===== config.mk =====
export PLATFORM = sky130hd
export DESIGN_NAME = sdram_lp_seq
export DESIGN_NICKNAME = d
export VERILOG_FILES = /design/src/rtl/sdlp_pkg.sv /design/src/rtl/sdlp_seq_fsm.sv /design/src/rtl/sdlp_ref_timer.sv /design/src/rtl/sdlp_err_resp.sv /design/src/rtl/sdram_lp_seq.sv
export SDC_FILE = /design/constraint.sdc
export NUM_CORES = 1
export LEC_CHECK = 0
export ABC_CLOCK_PERIOD_IN_PS = 2100
export BUFFER_PORTS_ARGS = -buffer_cell sky130_fd_sc_hd__buf_2
export CAP_MARGIN = 20
export CORE_ASPECT_RATIO = 2
export CORE_UTILIZATION = 50
export DETAILED_ROUTE_END_ITERATION = 8
export GPL_TIMING_DRIVEN = 0
export PLACE_DENSITY = 0.85
export SETUP_SLACK_MARGIN = 0.2
export SLEW_MARGIN = 20
export SYNTH_ARGS = -nofsm -noshare
export SYNTH_HDL_FRONTEND = slang
export SYNTH_SLANG_ARGS = --single-unit

===== constraint.sdc =====
create_clock -name clk -period 2.1 [get_ports clk]
set_input_delay 0.105 -clock clk [delete_from_list [all_inputs] [get_ports clk]]
set_output_delay 0.105 -clock clk [all_outputs]
set_load 0.005 [all_outputs]

===== src/rtl/sdlp_pkg.sv =====
package sdlp_pkg;

    typedef enum logic [3:0] {
        ST_RUN, ST_DRAIN, ST_PRECHG, ST_SR_ENTRY, ST_SELF_REF, ST_SR_EXIT,
        ST_SR_WAKE, ST_SR_REFRESH, ST_PD_ENTRY, ST_DEEP_PD, ST_PD_EXIT
    } lp_state_e;

    typedef enum logic [2:0] {
        CMD_NOP  = 3'd0,
        CMD_PREA = 3'd1,
        CMD_SRE  = 3'd2,
        CMD_SRX  = 3'd3,
        CMD_PDE  = 3'd4,
        CMD_PDX  = 3'd5,
        CMD_AREF = 3'd6
    } sd_cmd_e;

    typedef enum logic [1:0] {
        ER_IDLE, ER_FIRST, ER_SECOND
    } err_ph_e;

endpackage


===== src/rtl/sdlp_seq_fsm.sv =====
module sdlp_seq_fsm
    import sdlp_pkg::*;
#(
    parameter int EXIT_W = 8
) (
    input  logic              clk,
    input  logic              rst_n,
    input  logic              sr_req,
    input  logic              deep_ok,
    input  logic              busy,
    input  logic [EXIT_W-1:0] exit_delay,
    output lp_state_e         state_o,
    output sd_cmd_e           cmd_o,
    output logic              cke_o,
    output logic              ack_o
);

    lp_state_e         state_q, state_d;
    logic [EXIT_W-1:0] wait_q;

    always_ff @(posedge clk or negedge rst_n) begin
        if (!rst_n) begin
            state_q <= ST_RUN;
        end else begin
            state_q <= state_d;
        end
    end

    // settling counter for the self-refresh exit hold-off
    always_ff @(posedge clk or negedge rst_n) begin
        if (!rst_n) begin
            wait_q <= '0;
        end else if (state_q == ST_SR_EXIT) begin
            wait_q <= exit_delay;
        end else if (state_q == ST_SR_WAKE && wait_q != '0) begin
            wait_q <= wait_q - EXIT_W'(1);
        end
    end

    always_comb begin
        state_d = state_q;
        unique case (state_q)
            ST_RUN:        if (deep_ok || sr_req) state_d = ST_DRAIN;
            ST_DRAIN: begin
                if (!(deep_ok || sr_req)) state_d = ST_RUN;
                else if (!busy)           state_d = ST_PRECHG;
            end
            ST_PRECHG:     state_d = deep_ok ? ST_PD_ENTRY : ST_SR_ENTRY;
            ST_SR_ENTRY:   state_d = ST_SELF_REF;
            ST_SELF_REF:   if (!sr_req) state_d = ST_SR_EXIT;
            ST_SR_EXIT:    state_d = ST_SR_WAKE;
            ST_SR_WAKE:    if (wait_q <= EXIT_W'(1)) state_d = ST_SR_REFRESH;
            ST_SR_REFRESH: state_d = ST_RUN;
            ST_PD_ENTRY:   state_d = ST_DEEP_PD;
            ST_DEEP_PD:    if (!deep_ok) state_d = ST_PD_EXIT;
            ST_PD_EXIT:    state_d = ST_RUN;
            default:       state_d = ST_RUN;
        endcase
    end

    always_comb begin
        cmd_o = CMD_NOP;
        cke_o = 1'b1;
        ack_o = 1'b0;
        unique case (state_q)
            ST_RUN, ST_DRAIN: ;
            ST_PRECHG:     cmd_o = CMD_PREA;
            ST_SR_ENTRY: begin cmd_o = CMD_SRE; cke_o = 1'b0; end
            ST_SELF_REF: begin cke_o = 1'b0; ack_o = 1'b1; end
            ST_SR_EXIT:  begin cmd_o = CMD_SRX; ack_o = 1'b1; end
            ST_SR_WAKE:    ack_o = 1'b1;
            ST_SR_REFRESH: begin cmd_o = CMD_AREF; ack_o = 1'b1; end
            ST_PD_ENTRY: begin cmd_o = CMD_PDE; cke_o = 1'b0; end
            ST_DEEP_PD:    cke_o = 1'b0;
            ST_PD_EXIT:    cmd_o = CMD_PDX;
            default: ;
        endcase
    end

    assign state_o = state_q;

endmodule


===== src/rtl/sdlp_ref_timer.sv =====
module sdlp_ref_timer #(
    parameter int INTERVAL = 64
) (
    input  logic clk,
    input  logic rst_n,
    input  logic run,
    input  logic reload,
    output logic due
);

    localparam int              CNT_W = (INTERVAL > 2) ? $clog2(INTERVAL) : 1;
    localparam logic [CNT_W-1:0] LOAD = CNT_W'(INTERVAL - 1);

    logic [CNT_W-1:0] cnt_q;

    always_ff @(posedge clk or negedge rst_n) begin
        if (!rst_n) begin
            cnt_q <= LOAD;
        end else if (reload) begin
            cnt_q <= LOAD;
        end else if (run) begin
            cnt_q <= (cnt_q == '0) ? LOAD : cnt_q - CNT_W'(1);
        end
    end

    assign due = run && (cnt_q == '0);

endmodule


===== src/rtl/sdlp_err_resp.sv =====
module sdlp_err_resp
    import sdlp_pkg::*;
(
    input  logic clk,
    input  logic rst_n,
    input  logic dyn_req,
    input  logic allow,
    output logic dyn_go,
    output logic hready,
    output logic hresp_err
);

    err_ph_e ph_q, ph_d;

    always_ff @(posedge clk or negedge rst_n) begin
        if (!rst_n) begin
            ph_q <= ER_IDLE;
        end else begin
            ph_q <= ph_d;
        end
    end

    always_comb begin
        unique case (ph_q)
            ER_FIRST: ph_d = ER_SECOND;
            default:  ph_d = (dyn_req && !allow) ? ER_FIRST : ER_IDLE;
        endcase
    end

    assign dyn_go    = dyn_req && allow && (ph_q != ER_FIRST);
    assign hready    = (ph_q != ER_FIRST);
    assign hresp_err = (ph_q != ER_IDLE);

endmodule


===== src/rtl/sdram_lp_seq.sv =====
module sdram_lp_seq
    import sdlp_pkg::*;
#(
    parameter int EXIT_W       = 8,
    parameter int REF_INTERVAL = 64
) (
    input  logic              clk,
    input  logic              rst_n,
    input  logic              ctl_sr_req,
    input  logic              ctl_deep,
    input  logic              ctl_cke_en,
    input  logic              ctl_clk_ctl,
    input  logic [EXIT_W-1:0] exit_delay,
    input  logic              reinit_clr,
    input  logic              dyn_req,
    input  logic              stat_req,
    input  logic              acc_busy,
    output logic              dyn_go,
    output logic              stat_go,
    output logic              hready,
    output logic              hresp_err,
    output logic [2:0]        sdram_cmd,
    output logic              cke,
    output logic              ref_due,
    output logic              sr_ack,
    output logic              reinit_req
);

    lp_state_e state;
    sd_cmd_e   cmd;
    logic      deep_ok, reinit_q, awake, reload;

    assign deep_ok = ctl_deep && ctl_cke_en && ctl_clk_ctl;

    sdlp_seq_fsm #(.EXIT_W(EXIT_W)) u_fsm (
        .clk        (clk),
        .rst_n      (rst_n),
        .sr_req     (ctl_sr_req),
        .deep_ok    (deep_ok),
        .busy       (acc_busy),
        .exit_delay (exit_delay),
        .state_o    (state),
        .cmd_o      (cmd),
        .cke_o      (cke),
        .ack_o      (sr_ack)
    );

    assign awake  = (state == ST_RUN) || (state == ST_DRAIN) || (state == ST_PRECHG);
    assign reload = (state == ST_SR_REFRESH) || (state == ST_PD_EXIT);

    sdlp_ref_timer #(.INTERVAL(REF_INTERVAL)) u_tmr (
        .clk    (clk),
        .rst_n  (rst_n),
        .run    (awake),
        .reload (reload),
        .due    (ref_due)
    );

    always_ff @(posedge clk or negedge rst_n) begin
        if (!rst_n) begin
            reinit_q <= 1'b0;
        end else if (state == ST_PD_EXIT) begin
            reinit_q <= 1'b1;
        end else if (reinit_clr) begin
            reinit_q <= 1'b0;
        end
    end

    sdlp_err_resp u_err (
        .clk       (clk),
        .rst_n     (rst_n),
        .dyn_req   (dyn_req),
        .allow     ((state == ST_RUN) && !reinit_q),
        .dyn_go    (dyn_go),
        .hready    (hready),
        .hresp_err (hresp_err)
    );

    assign sdram_cmd  = cmd;
    assign stat_go    = stat_req;
    assign reinit_req = reinit_q;

endmodule


==> metrics.md <==
| Metric | Value |
|---|---|
| Status | `complete, no violations` |
| Layout Nets | `225` |
| Unrepaired setup endpoints after global routing | `yes` |
| Final Skew | `0.00182 ns` |
| Critical path arrival | `2.08 ns` |
| Clk sinks | `21` |
| Largest net degree at the start of global routing | `22` |
| FP Rows | `27` |
| VDD IR max | `0.844 mV` |
| Area of the mapped netlist | `0.00141 mm^2` |
| Initial antenna violation count | `0` |
| Total CTS buffers | `3` |
| Post-Place Cells | `225` |
| PD cells | `1480 mW/mm^2` |
| Avg Cell Area, Syn | `8.36 um^2` |
| FFs w/ async S/R, synth | `1.00` |
| WL final | `3440 um` |
| GRT overflow | `0` |
| Post-Layout Cell Count | `230` |
| CTS tree | `built` |
| Clk buf depth | `2` |
| Top post-synthesis cells by area | `dfrtp_1 (27%), dfstp_2 (11%), nor2_1 (4.5%)` |
| DR iter-0 viols | `45` |
| Synth Flop Type | `dfrtp_1` |
| Leakage | `0.000722 uW` |
| Share of cells above drive strength 1 | `0.294` |
| Gr usage total | `0.262` |
| Vias in the first global route | `1418` |
| Ports | `29` |
| Ratio of final minimum period to clock period | `0.890` |
| Drt wl/cell | `15.0 um` |
| Postcts setup bufs | `0` |
| Final setup fails | `0` |
| Clock period minus final worst setup slack | `1.87 ns` |
| Post-Synthesis Cells | `169` |
| Top-area cell type share of the netlist area | `0.266` |
| Worst Setup End Kind | `flop` |
| Metal3 WL | `121 um` |
| Clk pin slew, worst setup/hold paths | `0.08 ns` |
| DIE AREA | `0.00305 mm^2` |
| HP Class | `input pin to flop` |
| Synth cell types | `45` |
| Area leader, netlist | `dfrtp_1` |
| Remaining DRCs | `0` |
| Initial Util | `0.523` |
| # port buffers | `27` |
| #FFs+latches synth | `21` |
| H-tree Lvls | `1` |
| First-pass GRT wire length | `5800 um` |
| Peak Freq | `535 MHz` |
| Core area | `0.00270 mm^2` |
| EDFF count, synth | `0` |
| Syn Nets | `192` |
| Crit path buf inv count | `1` |
| Top-count cell post-synth | `nor2_1` |
| Synth top cells by count | `nor2_1 (17), dfrtp_1 (15), nand2_1 (15)` |
| Vias per cell | `6.20` |
| Setup TNS Final | `0 ns` |
| Placer Congestion | `0.884` |
| Dpl hpwl | `2590 um` |
| Synthesis Warnings | `0` |
| Post-synthesis sequential area ratio | `0.377` |
| Critical Path Start Type | `flop` |
| Max stage delay cell, worst path | `or4_4` |
| Vias post-DR | `1427` |
| Slew @ Worst Pin | `0.476 ns` |
| Diodes inserted | `0` |
| Worst slew margin | `0.682` |
| FF-to-FF setup slack | `0.23 ns` |
| Area grow syn2layout | `19.4%` |
| Max_cap viols | `0` |
| Hold Vio Cnt, Final | `0` |
| Worst endpoint required time | `2.31 ns` |
| Highest routed layer | `met4` |
| Initial DRT Pass Iterations | `4` |
| Crit path max fanout | `8` |
| Crit-path leading delay family | `simple AND/OR/NAND/NOR gates` |
| WL met1 | `1300 um` |
| Worst setup path category | `flop to flop` |
| Max-slew violations | `0` |
| Die Span X | `39.6 um` |
| Antenna-violating nets left | `0` |
| Max incr delay on CP | `0.49 ns` |
| Met2 wire len | `1910 um` |
| Die height | `77.2 um` |
| Root Buffer | `clkbuf_8` |
| Clk Latency, worst-skew pair | `0.27 ns` |
| Crit-path cells | `nand2b_1, buf_2, or4_4, or4_1, nand3_1` |
[per-layer routing]
metal / vias to the layer above / GRT usage
met5: - / 0
met4: 0 / 0.148
met3: 9 / 0.0202
met2: 47 / 0.452
met1: 691 / 0.286
li1: 680 / -
[timing repair]
item                                   CTS  global route
hold buffers                             1             0
endpoints found under the hold margin   15             0
setup endpoints to repair                3             9
resized for setup                        3            15
[cells in the final DEF (no fill, tap or decap), drive strengths merged, types with 2 or more instances in the layout]
master / count
buf: 32
nor2: 18
nand2: 15
dfrtp: 15
o21ai: 12
inv: 10
a21oi: 8
clkbuf: 8
nand3: 7
o22ai: 6
nor3: 6
dfstp: 6
nor2b: 5
a311oi: 5
ha: 5
or4: 5
nand2b: 4
o31ai: 4
and3: 3
or2: 3
o211ai: 2
a211oi: 2
xor2: 2
a2bb2oi: 2
[registers in the layout (all words and copies together), names as in the netlist]
signal	count
u_fsm.wait_q	8
u_tmr.cnt_q	6
u_fsm.state_o	4
u_err.ph_q	2
reinit_req	1
[area by class of cell]
class                           instances  area [um^2]
Fill cell                             261         1020
Multi-Input combinational cell        129          843
Sequential cell                        21          537
Timing Repair Buffer                   28          145
Clock buffer                            4         45.0
Buffer                                  9         42.5
Inverter                               10         37.5
Tap cell                               29         36.3
[through the flow]
step	power (uW)	worst slack (ns)	hold slack, ns	area (um^2)	utilization
finish	2500	0.232	0.0189	1690	0.624
global route	2710	0.177	0.0475	1690	0.624
CTS	2430	0.213	0.0199	1650	0.610
detailed placement	2140	0.188	0.0922	1580	0.586
global placement	2100	0.230	0.0814	1580	0.586
floorplan	1770	0.388	-0.191	1410	-
[kinds of logic after synthesis]
group | after synthesis | synth area share
AND/OR/NAND/NOR | 72 | 0.266
XOR/XNOR | 3 | 0.0186
multiplexers | 1 | 0.00797
buffers and inverters | 19 | 0.0549
adder cells (fa/ha/maj) | 5 | 0.0443
AO/OA/AOI/OAI | 48 | 0.231
flip-flops | 21 | 0.377
[worst paths after layout]
kind / startpoint / to / cells past startpoint
worst max-delay path: u_fsm.state_o[0] / u_fsm.wait_q[6] / 5
worst min-delay path: reinit_clr / reinit_req / 2
worst max register to register: u_fsm.state_o[0] / u_fsm.wait_q[6] / 5
worst min register to register: u_tmr.cnt_q[4] / u_tmr.cnt_q[4] / 2
max in group asynchronous: rst_n / u_tmr.cnt_q[4] / 2
min in group asynchronous: rst_n / u_err.ph_q[0] / 2
[report_power, final]
| group | total [uW] | switching (uW) | leakage [uW] | internal (uW) |
|---|---|---|---|---|
| clock network | 278 | 142 | 0.0000228 | 136 |
| registers | 850 | 217 | 0.000247 | 633 |
| logic | 1370 | 781 | 0.000452 | 591 |
Note: power is estimated with default switching activity, not from simulation.
